===== src/rtl/rdo_pkg.sv =====
`timescale 1ns/1ps
package rdo_pkg;
    typedef enum logic [1:0] {
        ST_IDLE     = 2'd0,
        ST_SEND_ID  = 2'd1,
        ST_SEND_EVT = 2'd2,
        ST_HANDOFF  = 2'd3
    } rdo_state_e;
endpackage


===== src/rtl/rdo_bit_pick.sv =====
`timescale 1ns/1ps
// Selects one bit of a word by position.
module rdo_bit_pick #(
    parameter int W     = 16,
    parameter int SEL_W = 4
) (
    input  logic [W-1:0]     word,
    input  logic [SEL_W-1:0] sel,
    output logic             bit_o
);
    always_comb begin
        bit_o = 1'b0;
        for (int i = 0; i < W; i++) begin
            if (sel == SEL_W'(i)) bit_o = word[i];
        end
    end
endmodule


===== src/rtl/rdo_pos_cnt.sv =====
`timescale 1ns/1ps
// Bit position (counting down) and event index (counting up).
module rdo_pos_cnt #(
    parameter int ID_W  = 8,
    parameter int EVT_W = 16,
    parameter int IDX_W = 4,
    parameter int BIT_W = 4
) (
    input  logic             clk,
    input  logic             rst_n,
    input  logic             load,
    input  logic             step,
    input  logic             adv_evt,
    output logic [BIT_W-1:0] bit_pos,
    output logic [IDX_W-1:0] evt_idx,
    output logic             bit_last
);
    always_ff @(posedge clk or negedge rst_n) begin
        if (!rst_n) begin
            bit_pos <= '0;
            evt_idx <= '0;
        end else if (load) begin
            bit_pos <= BIT_W'(ID_W - 1);
            evt_idx <= '0;
        end else if (step) begin
            if (bit_pos == '0) begin
                bit_pos <= BIT_W'(EVT_W - 1);
                if (adv_evt) evt_idx <= evt_idx + 1'b1;
            end else begin
                bit_pos <= bit_pos - 1'b1;
            end
        end
    end

    assign bit_last = (bit_pos == '0);
endmodule


===== src/rtl/rdo_token_ctrl.sv =====
`timescale 1ns/1ps
module rdo_token_ctrl #(
    parameter int ID_W          = 8,
    parameter int EVT_W         = 16,
    parameter int MAX_EVT       = 16,
    parameter bit LAST_IN_CHAIN = 1'b0,
    localparam int CNT_W        = $clog2(MAX_EVT + 1),
    localparam int IDX_W        = (MAX_EVT > 1) ? $clog2(MAX_EVT) : 1
) (
    input  logic             clk,
    input  logic             rst_n,
    input  logic             token_in,
    input  logic [ID_W-1:0]  chip_id,
    input  logic [CNT_W-1:0] evt_count,
    input  logic [EVT_W-1:0] ev_word,
    output logic [IDX_W-1:0] ev_index,
    output logic             ser_out,
    output logic             tx_on,
    output logic             token_out,
    output logic             chain_done
);
    import rdo_pkg::*;

    localparam int WMAX  = (ID_W > EVT_W) ? ID_W : EVT_W;
    localparam int BIT_W = (WMAX > 1) ? $clog2(WMAX) : 1;

    rdo_state_e       state_q, state_d;
    logic [ID_W-1:0]  id_q;
    logic [CNT_W-1:0] cnt_q;
    logic [CNT_W-1:0] cnt_sat;
    logic             accept;
    logic [BIT_W-1:0] bit_pos;
    logic [IDX_W-1:0] evt_idx;
    logic             bit_last;
    logic             last_evt;
    logic             id_bit;
    logic             ev_bit;
    logic             handoff;

    assign cnt_sat  = (evt_count > CNT_W'(MAX_EVT)) ? CNT_W'(MAX_EVT) : evt_count;
    assign accept   = (state_q == ST_IDLE) && token_in;
    assign last_evt = ((CNT_W'(evt_idx) + 1'b1) == cnt_q);

    // Next-state logic
    always_comb begin
        state_d = state_q;
        unique case (state_q)
            ST_IDLE:     if (token_in) state_d = (cnt_sat == '0) ? ST_HANDOFF : ST_SEND_ID;
            ST_SEND_ID:  if (bit_last) state_d = ST_SEND_EVT;
            ST_SEND_EVT: if (bit_last && last_evt) state_d = ST_HANDOFF;
            ST_HANDOFF:  state_d = ST_IDLE;
            default:     state_d = ST_IDLE;
        endcase
    end

    // State register and captured readout context
    always_ff @(posedge clk or negedge rst_n) begin
        if (!rst_n) begin
            state_q <= ST_IDLE;
            id_q    <= '0;
            cnt_q   <= '0;
        end else begin
            state_q <= state_d;
            if (accept) begin
                id_q  <= chip_id;
                cnt_q <= cnt_sat;
            end
        end
    end

    rdo_pos_cnt #(
        .ID_W (ID_W),
        .EVT_W(EVT_W),
        .IDX_W(IDX_W),
        .BIT_W(BIT_W)
    ) pos_i (
        .clk     (clk),
        .rst_n   (rst_n),
        .load    (accept),
        .step    (tx_on),
        .adv_evt (state_q == ST_SEND_EVT),
        .bit_pos (bit_pos),
        .evt_idx (evt_idx),
        .bit_last(bit_last)
    );

    rdo_bit_pick #(.W(ID_W),  .SEL_W(BIT_W)) id_pick_i (
        .word(id_q), .sel(bit_pos), .bit_o(id_bit)
    );
    rdo_bit_pick #(.W(EVT_W), .SEL_W(BIT_W)) ev_pick_i (
        .word(ev_word), .sel(bit_pos), .bit_o(ev_bit)
    );

    // Output decode
    always_comb begin
        tx_on   = 1'b0;
        ser_out = 1'b0;
        handoff = 1'b0;
        unique case (state_q)
            ST_IDLE:     ;
            ST_SEND_ID:  begin tx_on = 1'b1; ser_out = id_bit; end
            ST_SEND_EVT: begin tx_on = 1'b1; ser_out = ev_bit; end
            ST_HANDOFF:  handoff = 1'b1;
            default:     ;
        endcase
    end

    assign ev_index = evt_idx;

    generate
        if (LAST_IN_CHAIN) begin : g_last
            assign token_out  = 1'b0;
            assign chain_done = handoff;
        end else begin : g_mid
            assign token_out  = handoff;
            assign chain_done = 1'b0;
        end
    endgenerate
endmodule


===== config.mk =====
export PLATFORM = sky130hd
export DESIGN_NAME = rdo_token_ctrl
export DESIGN_NICKNAME = d
export VERILOG_FILES = /design/src/rtl/rdo_pkg.sv /design/src/rtl/rdo_bit_pick.sv /design/src/rtl/rdo_pos_cnt.sv /design/src/rtl/rdo_token_ctrl.sv
export SDC_FILE = /design/constraint.sdc
export NUM_CORES = 1
export LEC_CHECK = 0
export ABC_AREA = 1
export BUFFER_PORTS_ARGS = -buffer_cell sky130_fd_sc_hd__buf_2
export CORE_MARGIN = 2
export CORE_UTILIZATION = 35
export CTS_BUF_LIST = sky130_fd_sc_hd__clkbuf_4
export CTS_CLUSTER_DIAMETER = 60
export DETAILED_ROUTE_END_ITERATION = 10
export PLACE_DENSITY = 0.53
export SETUP_SLACK_MARGIN = 0.02
export SLEW_MARGIN = 20
export SYNTH_ARGS = -nofsm -noshare
export SYNTH_HDL_FRONTEND = slang
export SYNTH_HIERARCHICAL = 1
export SYNTH_SLANG_ARGS = --single-unit

===== constraint.sdc =====
create_clock -name clk -period 3.1 [get_ports clk]
set_input_delay 0.62 -clock clk [delete_from_list [all_inputs] [get_ports clk]]
set_output_delay 0.62 -clock clk [all_outputs]
set_load 0.05 [all_outputs]

* After elaboration in Yosys (flattened, before gate mapping) *
Cells that the tools add are included.

word-level totals
  output and inout port bits = 8
  input bits = 32
  register bits = 23
  logic and storage cells = 82

cells by class
  $add $sub $neg = 3
  magnitude comparators = 1
  reductions and logical operators = 11
  eq/ne operators = 22
  multiplexer cells = 40

operators by type and width
  kind                 number
  $eq 4x4->1 const B   8
  $mux 4               7
  $mux 1               26
  $eq 4x3->1 const B   4
  $eq 4x2->1 const B   2
  $mux 2               4
  $pmux 2 s4           1
  $ne 2x2->1 const B   3
  $reduce_and 3->1     2
  $reduce_bool 2->1    3
  $add 4x1->5 const B  1
  $eq 5x5->1           1
  $gt 5x5->1 const B   1
  $logic_not 5->1      1
  $mux 5               1
  $add 4x1->4 const B  1
  $eq 2x2->1 const B   2
  $eq 4x1->1 const B   1
  $logic_not 4->1      1
  $sub 4x1->4 const B  1
  $eq 2x1->1 const B   1
  $logic_and 1x1->1    2
  $logic_not 2->1      1
  $pmux 1 s2           1
  $reduce_or 2->1      1

* Depth between registers and ports, before layout *
Gate-level depths: netlist of run 1.

  depth in word-level cells = 18
  depth in mapped cells = 13
  gate-level depth less buffers = 13

* Hierarchy *
Netlist of run 1, hierarchy kept.

by module, submodules not included
  module                    instances  cells each  seq. area each (um^2)  area an instance (um^2)
  rdo_token_ctrl            1          123         375.4                  888.4
  rdo_pos_cnt               1          59          200.2                  452.9
  rdo_bit_pick (ev_pick_i)  1          50          0.0                    225.2
  rdo_bit_pick (id_pick_i)  1          24          0.0                    97.6

* Least setup slack after synthesis of run 1 *
Ideal clock, no wire load.

  path kind = reg-to-output
  from = register state_q[0]
  to = output port ser_out
  path slack = 515 ps
  arrival = 1965 ps
  cell stages (with the launch flop) = 5
  path buffers = 0
  cells stage by stage = dfrtp_1 inv_1 ha_1 inv_1 a21oi_1

between the ends
  longest elaborated chain between the ends = 2
  elaborated cells on any way between the ends = 3
  classes of those cells = eq/ne (2); mux (1)

RTL lines
  element                                   RTL line              source
  from (decl)                               rdo_token_ctrl.sv:27  rdo_state_e state_q, state_d;
  from (signal assigned)                    rdo_token_ctrl.sv:63  state_q <= state_d;
  $eq 2x2->1 or $eq 2x1->1 (tied branches)  rdo_token_ctrl.sv:99  unique case (state_q)
  $pmux 1 s2 *                              rdo_token_ctrl.sv:99
  to (decl)                                 rdo_token_ctrl.sv:17  output logic ser_out,

Every way passes the cells marked *; elsewhere a longest branch is shown, timed or not.

* Worst setup path after layout of run 1 *
  from = register pos_i.bit_pos[2]
  to = output port ser_out

between the ends
  longest elaborated chain between the ends = 18
  elaborated cells on any way between the ends = 41
  classes of those cells = eq/ne (15); mux (25); reduce/logical (1)

RTL lines
  element                 RTL line              source
  from (decl)             rdo_pos_cnt.sv:14     output logic [BIT_W-1:0] bit_pos,
  from (signal assigned)  rdo_pos_cnt.sv:23     bit_pos <= BIT_W'(ID_W - 1);
  from (signal assigned)  rdo_pos_cnt.sv:27     bit_pos <= BIT_W'(EVT_W - 1);
  from (signal assigned)  rdo_pos_cnt.sv:30     bit_pos <= bit_pos - 1'b1;
  $logic_not 4->1         rdo_bit_pick.sv:14    if (sel == SEL_W'(i)) bit_o = word[i];
  $mux 1 (15 in a row)    rdo_bit_pick.sv:14
  $mux 1 *                rdo_bit_pick.sv:14
  net ev_bit              rdo_token_ctrl.sv:37  logic ev_bit;
  $pmux 1 s2 *            rdo_token_ctrl.sv:99

The timed path passes the listed nets; every way through them passes the cells marked *.

==> flow_metrics.tcl, run 1 <==
set metrics [dict create \
    io_pins 40 \
    vdd_ir_drop_max_mv 0.245 \
    die_area_um2 5320 \
    clock_latency_ns 0.31 \
    grt_pass1_vias 1431 \
    viasPerCell 4.50 \
    mostFrequentLayoutCells "89 x nand2_1, 40 x inv_1, 38 x buf_2" \
    worst_setup_path_start_kind "flop" \
    n_antenna_cell 0 \
    drt_pass1_iterations 4 \
    grt_pass1_wl_mm 6.47 \
    drive_gt1_share_pct 21.7 \
    hp-class "in2async" \
    crit_slowest_cell "dfrtp_1" \
    cts_num_sinks 23 \
    period_share_pct 88.4 \
    ys_warn_count 6 \
    post_cts_buffers 0 \
    drt_first_iter_violations 52 \
    avgSynthCellArea_um2 6.50 \
    cts_tree "done" \
    cts_resized 0 \
    fin_nets 336 \
    core.rowCount 25 \
    grtUsageTotal_pct 15.3 \
    syn_to_final_growth_pct 15.9 \
    status "complete, no violations" \
    via_count 1572 \
    crit_fanout 12 \
    finalSetupViolCount 0 \
    antenna_left 0 \
    fill_cells 508 \
    fin_setup_tns_ns 0 \
    rsz0062_at_grt "false" \
    root_buffer "clkbuf_4" \
    grt_overflow_total 0 \
    fmax_mhz 365 \
    drv_cap 0 \
    clk_pin_slew_ns 0.14 \
    hold_slack_ns 0.264 \
    cts_max_level 1 \
    r2r.worst_path.cells 13 \
    cts_max_path_buffers 2 \
    crit_chain "nand2_1 > nor3_1 > nor2_1 > nand2_1 > nand2_1 > nand4_2 > nand2_1 > a21oi_1 > buf_2" \
    postLayoutCoreUtil_pct 41.4 \
    hold_violations 0 \
    seq_area_frac_synth_pct 34.6 \
    path_common_cell "nand2_1" \
    criticalPathCategory "reg2out" \
    critical_path_required_ns 2.48 \
    power.density_nw_per_um2 789 \
    p_leak_nw 1.10 \
    final_max_slew_viol_count 0 \
    tightest_slew_ns 0.567 \
    die_w_um 73.0 \
    die_h_um 73.0 \
    routed_wl_mm 3.75 \
    antenna_found_initial 0 \
    cp.depth 9 \
    relSlewSlack_pct 62.1 \
    cpPeakStageDelay_ns 0.63 \
    crit_buf_inv 1 \
    netlist_area_um2 1660 \
    port_buffers 38 \
    grt_max_degree 24 \
    ys_ff_latch 23 \
    start_util_pct 35.7 \
    drt-wirelength-per-cell_um 10.7 \
    drc_errors 0 \
    syn_nets 296 \
    cpLargestDelayFamily "simple AND/OR/NAND/NOR gates" \
    synth_cell_types 26 \
    place_hpwl_mm 2.84 \
    core_area_um2 4660 \
    crit_arrival_ns 2.12 \
    gp_congestion 0.781 \
    hold_buffers 0 \
    final_common_cell "nand2_1" \
    clock_skew_ns 0.00167 \
    period_needed_ns 2.74 \
    cts_made_buffers 3 \
    cp-end-kind "output port" \
    post_synth_inst_count 256 \
]
## power breakdown
part           leakage, nW  switching (mW)  internal, mW
registers            0.288           0.127         0.416
clock network       0.0177          0.0971        0.0483
logic                0.797           0.541         0.293
## per-stage QoR
stage,cell area (um^2),worst slack (ns),instances,total power [mW]
6_report,1930,0.360,349,1.52
5_1_grt,1930,0.164,349,1.69
4_1_cts,1930,0.361,349,1.54
3_5_place_dp,1900,0.748,345,1.39
3_3_place_gp,1900,0.719,345,1.39
2_1_floorplan,1660,0.515,256,1.20
## metal layers
metal	wire [um]	track usage, %	share of wire [%]
met1	1990	22.7	53
met2	1600	23.7	43
met3	136	1.80	3.6
met4	22	3.70	0.59
met5	0	0	0
## worst register-to-register path, delay by kind of cell (launching register included)
family	cells	cell delay, ns
simple gates	10	0.81
fa+ha+maj	1	0.22
flops	1	0.55
buf+inv	2	0.26
## state kept, by name (all words and copies together), names as in the netlist
signal and cells:
cnt_q 5, id_q 8, pos_i/bit_pos 4, pos_i/evt_idx 4, state_q 2
## cell usage after synthesis
master	n	share of area, %
nand2_1	89	20
inv_1	40	9.0
nand3_1	28	8.4
dfrtp_1	23	35
nor2_1	22	5.0
ha_1	8	6.0
inv_2	7	1.6
nor3_1	5	1.5
nand2_2	4	1.5
nor2_2	4	1.5
o22ai_1	4	1.5
o21ai_0	3	0.90
a21oi_1	2	0.60
a22oi_1	2	0.90
buf_2	2	0.60
nand3_2	2	1.2
nand4_1	2	0.75
buf_4	1	0.45
buf_6	1	0.68
conb_1	1	0.23
nand4_2	1	0.75
nor2_4	1	0.68
o21ai_1	1	0.30
o21ai_2	1	0.53
or2_0	1	0.38
or2_2	1	0.38
## cell families after synthesis
group,share of synthesized area [%]
flops,34.6
simple gates,42.1
compound gates,4.74
buf+inv,12.3
fa+ha+maj,6.02
other cells,0.225
## final cells by class
| type | instances | area, um^2 | share of cell area, % |
|---|---|---|---|
| clock buffer | 3 | 22.5 | 1.17 |
| clock inverter | 1 | 5.00 | 0.260 |
| inverter | 47 | 176 | 9.15 |
| multi-input combinational | 182 | 883 | 45.8 |
| sequential | 23 | 576 | 29.9 |
| tap | 54 | 67.6 | 3.50 |
| timing repair buffer | 39 | 198 | 10.3 |
## worst paths after layout
check	from	end	slack, ns
setup / recovery	pos_i/bit_pos[2]	ser_out	0.36
setup reg to reg	pos_i/bit_pos[0]	state_q[1]	1.15
max in group asynchronous	rst_n	id_q[7]	2.48
hold / removal	rst_n	cnt_q[1]	0.26
hold reg to reg	id_q[6]	id_q[6]	0.50
min in group clk	chip_id[7]	id_q[7]	0.48
Note: power is estimated with default switching activity, not from simulation.
==> inputs of run 2 (changes only) <==
--- a/config.mk
+++ b/config.mk
@@ -5,14 +5,13 @@
 export SDC_FILE = /design/constraint.sdc
 export NUM_CORES = 1
 export LEC_CHECK = 0
-export ABC_AREA = 1
 export BUFFER_PORTS_ARGS = -buffer_cell sky130_fd_sc_hd__buf_2
 export CORE_MARGIN = 2
 export CORE_UTILIZATION = 35
 export CTS_BUF_LIST = sky130_fd_sc_hd__clkbuf_4
 export CTS_CLUSTER_DIAMETER = 60
 export DETAILED_ROUTE_END_ITERATION = 10
-export PLACE_DENSITY = 0.53
+export PLACE_DENSITY = 0.54
 export SETUP_SLACK_MARGIN = 0.02
 export SLEW_MARGIN = 20
 export SYNTH_ARGS = -nofsm -noshare
==> run 2 against run 1 <==
- flip-flop and latch count stayed put
- first-iteration DRC count is 42% lower
- largest cell class unchanged
- clock power hardly changed
- critical endpoint unchanged
- highest routed layer unchanged
- sequential power is 5.9% higher
- routed wire length is 12% lower
==> flow_metrics.tcl, run 2 <==
set metrics [dict create \
    status "complete, no violations" \
    place_hpwl_mm 2.52 \
    grtUsageTotal_pct 14.8 \
    r2r_start "pos_i/bit_pos[1]" \
    antenna_left 0 \
    hp-class "in2async" \
    r2r-end "state_q[0]" \
    antenna_found_initial 0 \
    period_share_pct 90.6 \
    largest-register "id_q" \
    die_w_um 69.6 \
    cts_tree "done" \
    final_common_cell "buf_2" \
    cpPeakStageDelay_ns 0.60 \
    synth_ff_type "dfrtp_1" \
    fin_setup_tns_ns 0 \
    core.rowCount 23 \
    rsz0062_at_grt "false" \
    crit_buf_inv 1 \
    viasPerCell 5.12 \
    io_pins 40 \
    grt_pass1_vias 1289 \
    criticalPathCategory "reg2out" \
    n_antenna_cell 0 \
    critical_path_required_ns 2.48 \
    synth_cell_types 39 \
    vdd_ir_drop_max_mv 0.311 \
    drt-wirelength-per-cell_um 14.0 \
    reg2reg_slack_ns 1.08 \
    avgSynthCellArea_um2 10.4 \
    drt_pass1_iterations 4 \
    drc_errors 0 \
    fin_nets 226 \
    hold_slack_ns 0.259 \
    grt_max_degree 24 \
    reg_top3 "id_q: 8 flops, cnt_q: 5 flops" \
    cts_num_sinks 23 \
    hold_violations 0 \
    multi_input_area_um2 866 \
    clk_pin_slew_ns 0.13 \
    seqCellArea_um2 578 \
    synth_most_common_cell "dfrtp_1" \
    r2r.worst_path.cells 6 \
    fill_cells 403 \
    die_h_um 69.6 \
    tightest_slew_ns 0.526 \
    synth_top_area_share_pct 38.2 \
    p_leak_nw 0.882 \
    die_area_um2 4840 \
    period_needed_ns 2.81 \
    fmax_mhz 356 \
    seq_area_frac_synth_pct 38.2 \
    ys_ff_latch 23 \
    cts_made_buffers 3 \
    gp_congestion 0.725 \
    via_count 1204 \
    drv_cap 0 \
    finalSetupViolCount 0 \
    syn_to_final_growth_pct 17.9 \
    post_cts_buffers 0 \
    final_max_slew_viol_count 0 \
    crit_slowest_cell "mux4_1" \
    synthTopCellsByArea "dfrtp_1 38%, mux4_1 7.0%, mux2_1 6.7%, ha_1 6.6%, mux2i_1 4.0%" \
    synthArstFlopShare_pct 100 \
    crit_fanout 14 \
    cts_max_path_buffers 2 \
    worst_setup_path_start_kind "flop" \
    ys_warn_count 6 \
    mostFrequentLayoutCells "38 x buf_2, 21 x dfrtp_1, 10 x inv_1, 10 x nand2_1" \
    port_buffers 38 \
    synth_common_cells "23 x dfrtp_1, 10 x inv_1, 10 x nand2_1" \
    syn_nets 185 \
    crit_chain "mux4_1 > o21ai_1 > o22ai_1 > a22oi_1 > nor2b_1 > buf_2" \
    cpLargestDelayFamily "multiplexers" \
    drt_first_iter_violations 30 \
    cts_max_level 1 \
    root_buffer "clkbuf_4" \
    routed_wl_mm 3.28 \
    clock_skew_ns 0.00110 \
    synth_edf_count 0 \
    grt_pass1_wl_mm 5.87 \
    crit_arrival_ns 2.19 \
    core_area_um2 4060 \
    start_util_pct 37.1 \
    post_synth_inst_count 145 \
    drive_gt1_share_pct 27.6 \
    relSlewSlack_pct 64.9 \
    netlist_area_um2 1510 \
    cp-end-kind "output port" \
    cp.depth 6 \
    synth_area_leader_cell "dfrtp_1" \
    largest_register_ff_count 8 \
    clock_latency_ns 0.31 \
    power.density_nw_per_um2 847 \
    grt_overflow_total 0 \
]
run 2: area by class of cell:
cell class | count | area share (%)
clock buffers | 3 | 1.27
clock inverters | 1 | 0.423
inverters | 11 | 2.33
multi-input cells | 108 | 48.8
flip-flops and latches | 23 | 32.6
well taps | 50 | 3.52
repair buffers | 39 | 11.1
run 2: worst max-delay path by stage:
stage	start	end	slack, ns
6_report	pos_i/bit_pos[0]	ser_out	0.29
3_5_place_dp	pos_i/bit_pos[0]	ser_out	0.51
4_1_cts	pos_i/bit_pos[0]	ser_out	0.13
5_1_grt	pos_i/bit_pos[1]	ser_out	0.08
3_3_place_gp	ev_word[10]	ser_out	0.58
2_1_floorplan	state_q[0]	ser_out	0.55
run 2: routing by layer:
layer / GRT usage (%) / part of all wire [%]
met1: 17.5 / 44
met5: 0 / 0
met2: 26.8 / 51
met3: 3.49 / 3.5
met4: 4.14 / 1.1
run 2: timing repair:
action | 4_1_cts | 5_1_grt
hold buffers | 0 | 0
resized for setup | 0 | 2
setup endpoints to repair | 0 | 1
run 2: where the power goes:
part / total, mW / switching [mW] / internal (mW) / leakage [nW]
clock network: 0.145 / 0.0959 / 0.0492 / 0.0139
logic: 0.782 / 0.432 / 0.351 / 0.586
registers: 0.575 / 0.151 / 0.424 / 0.282
run 2: stage by stage:
stage / cell area [um^2] / std cells / worst slack, ns / power, mW / util [%]
after floorplan: 1510 / 145 / 0.555 / 1.18 / -
after global placement: 1740 / 231 / 0.580 / 1.34 / 43.0
after detailed placement: 1740 / 231 / 0.507 / 1.37 / 43.0
after CTS: 1770 / 235 / 0.129 / 1.52 / 43.7
after global routing: 1780 / 235 / 0.0775 / 1.65 / 43.8
final: 1780 / 235 / 0.292 / 1.50 / 43.8
run 2: cells by family after synthesis:
logic type | share of synthesized area, %
simple gates | 16.0
compound gates | 13.2
flops | 38.2
mux | 18.4
buf+inv | 4.32
fa+ha+maj | 6.64
xor+xnor | 2.91
other cells | 0.249
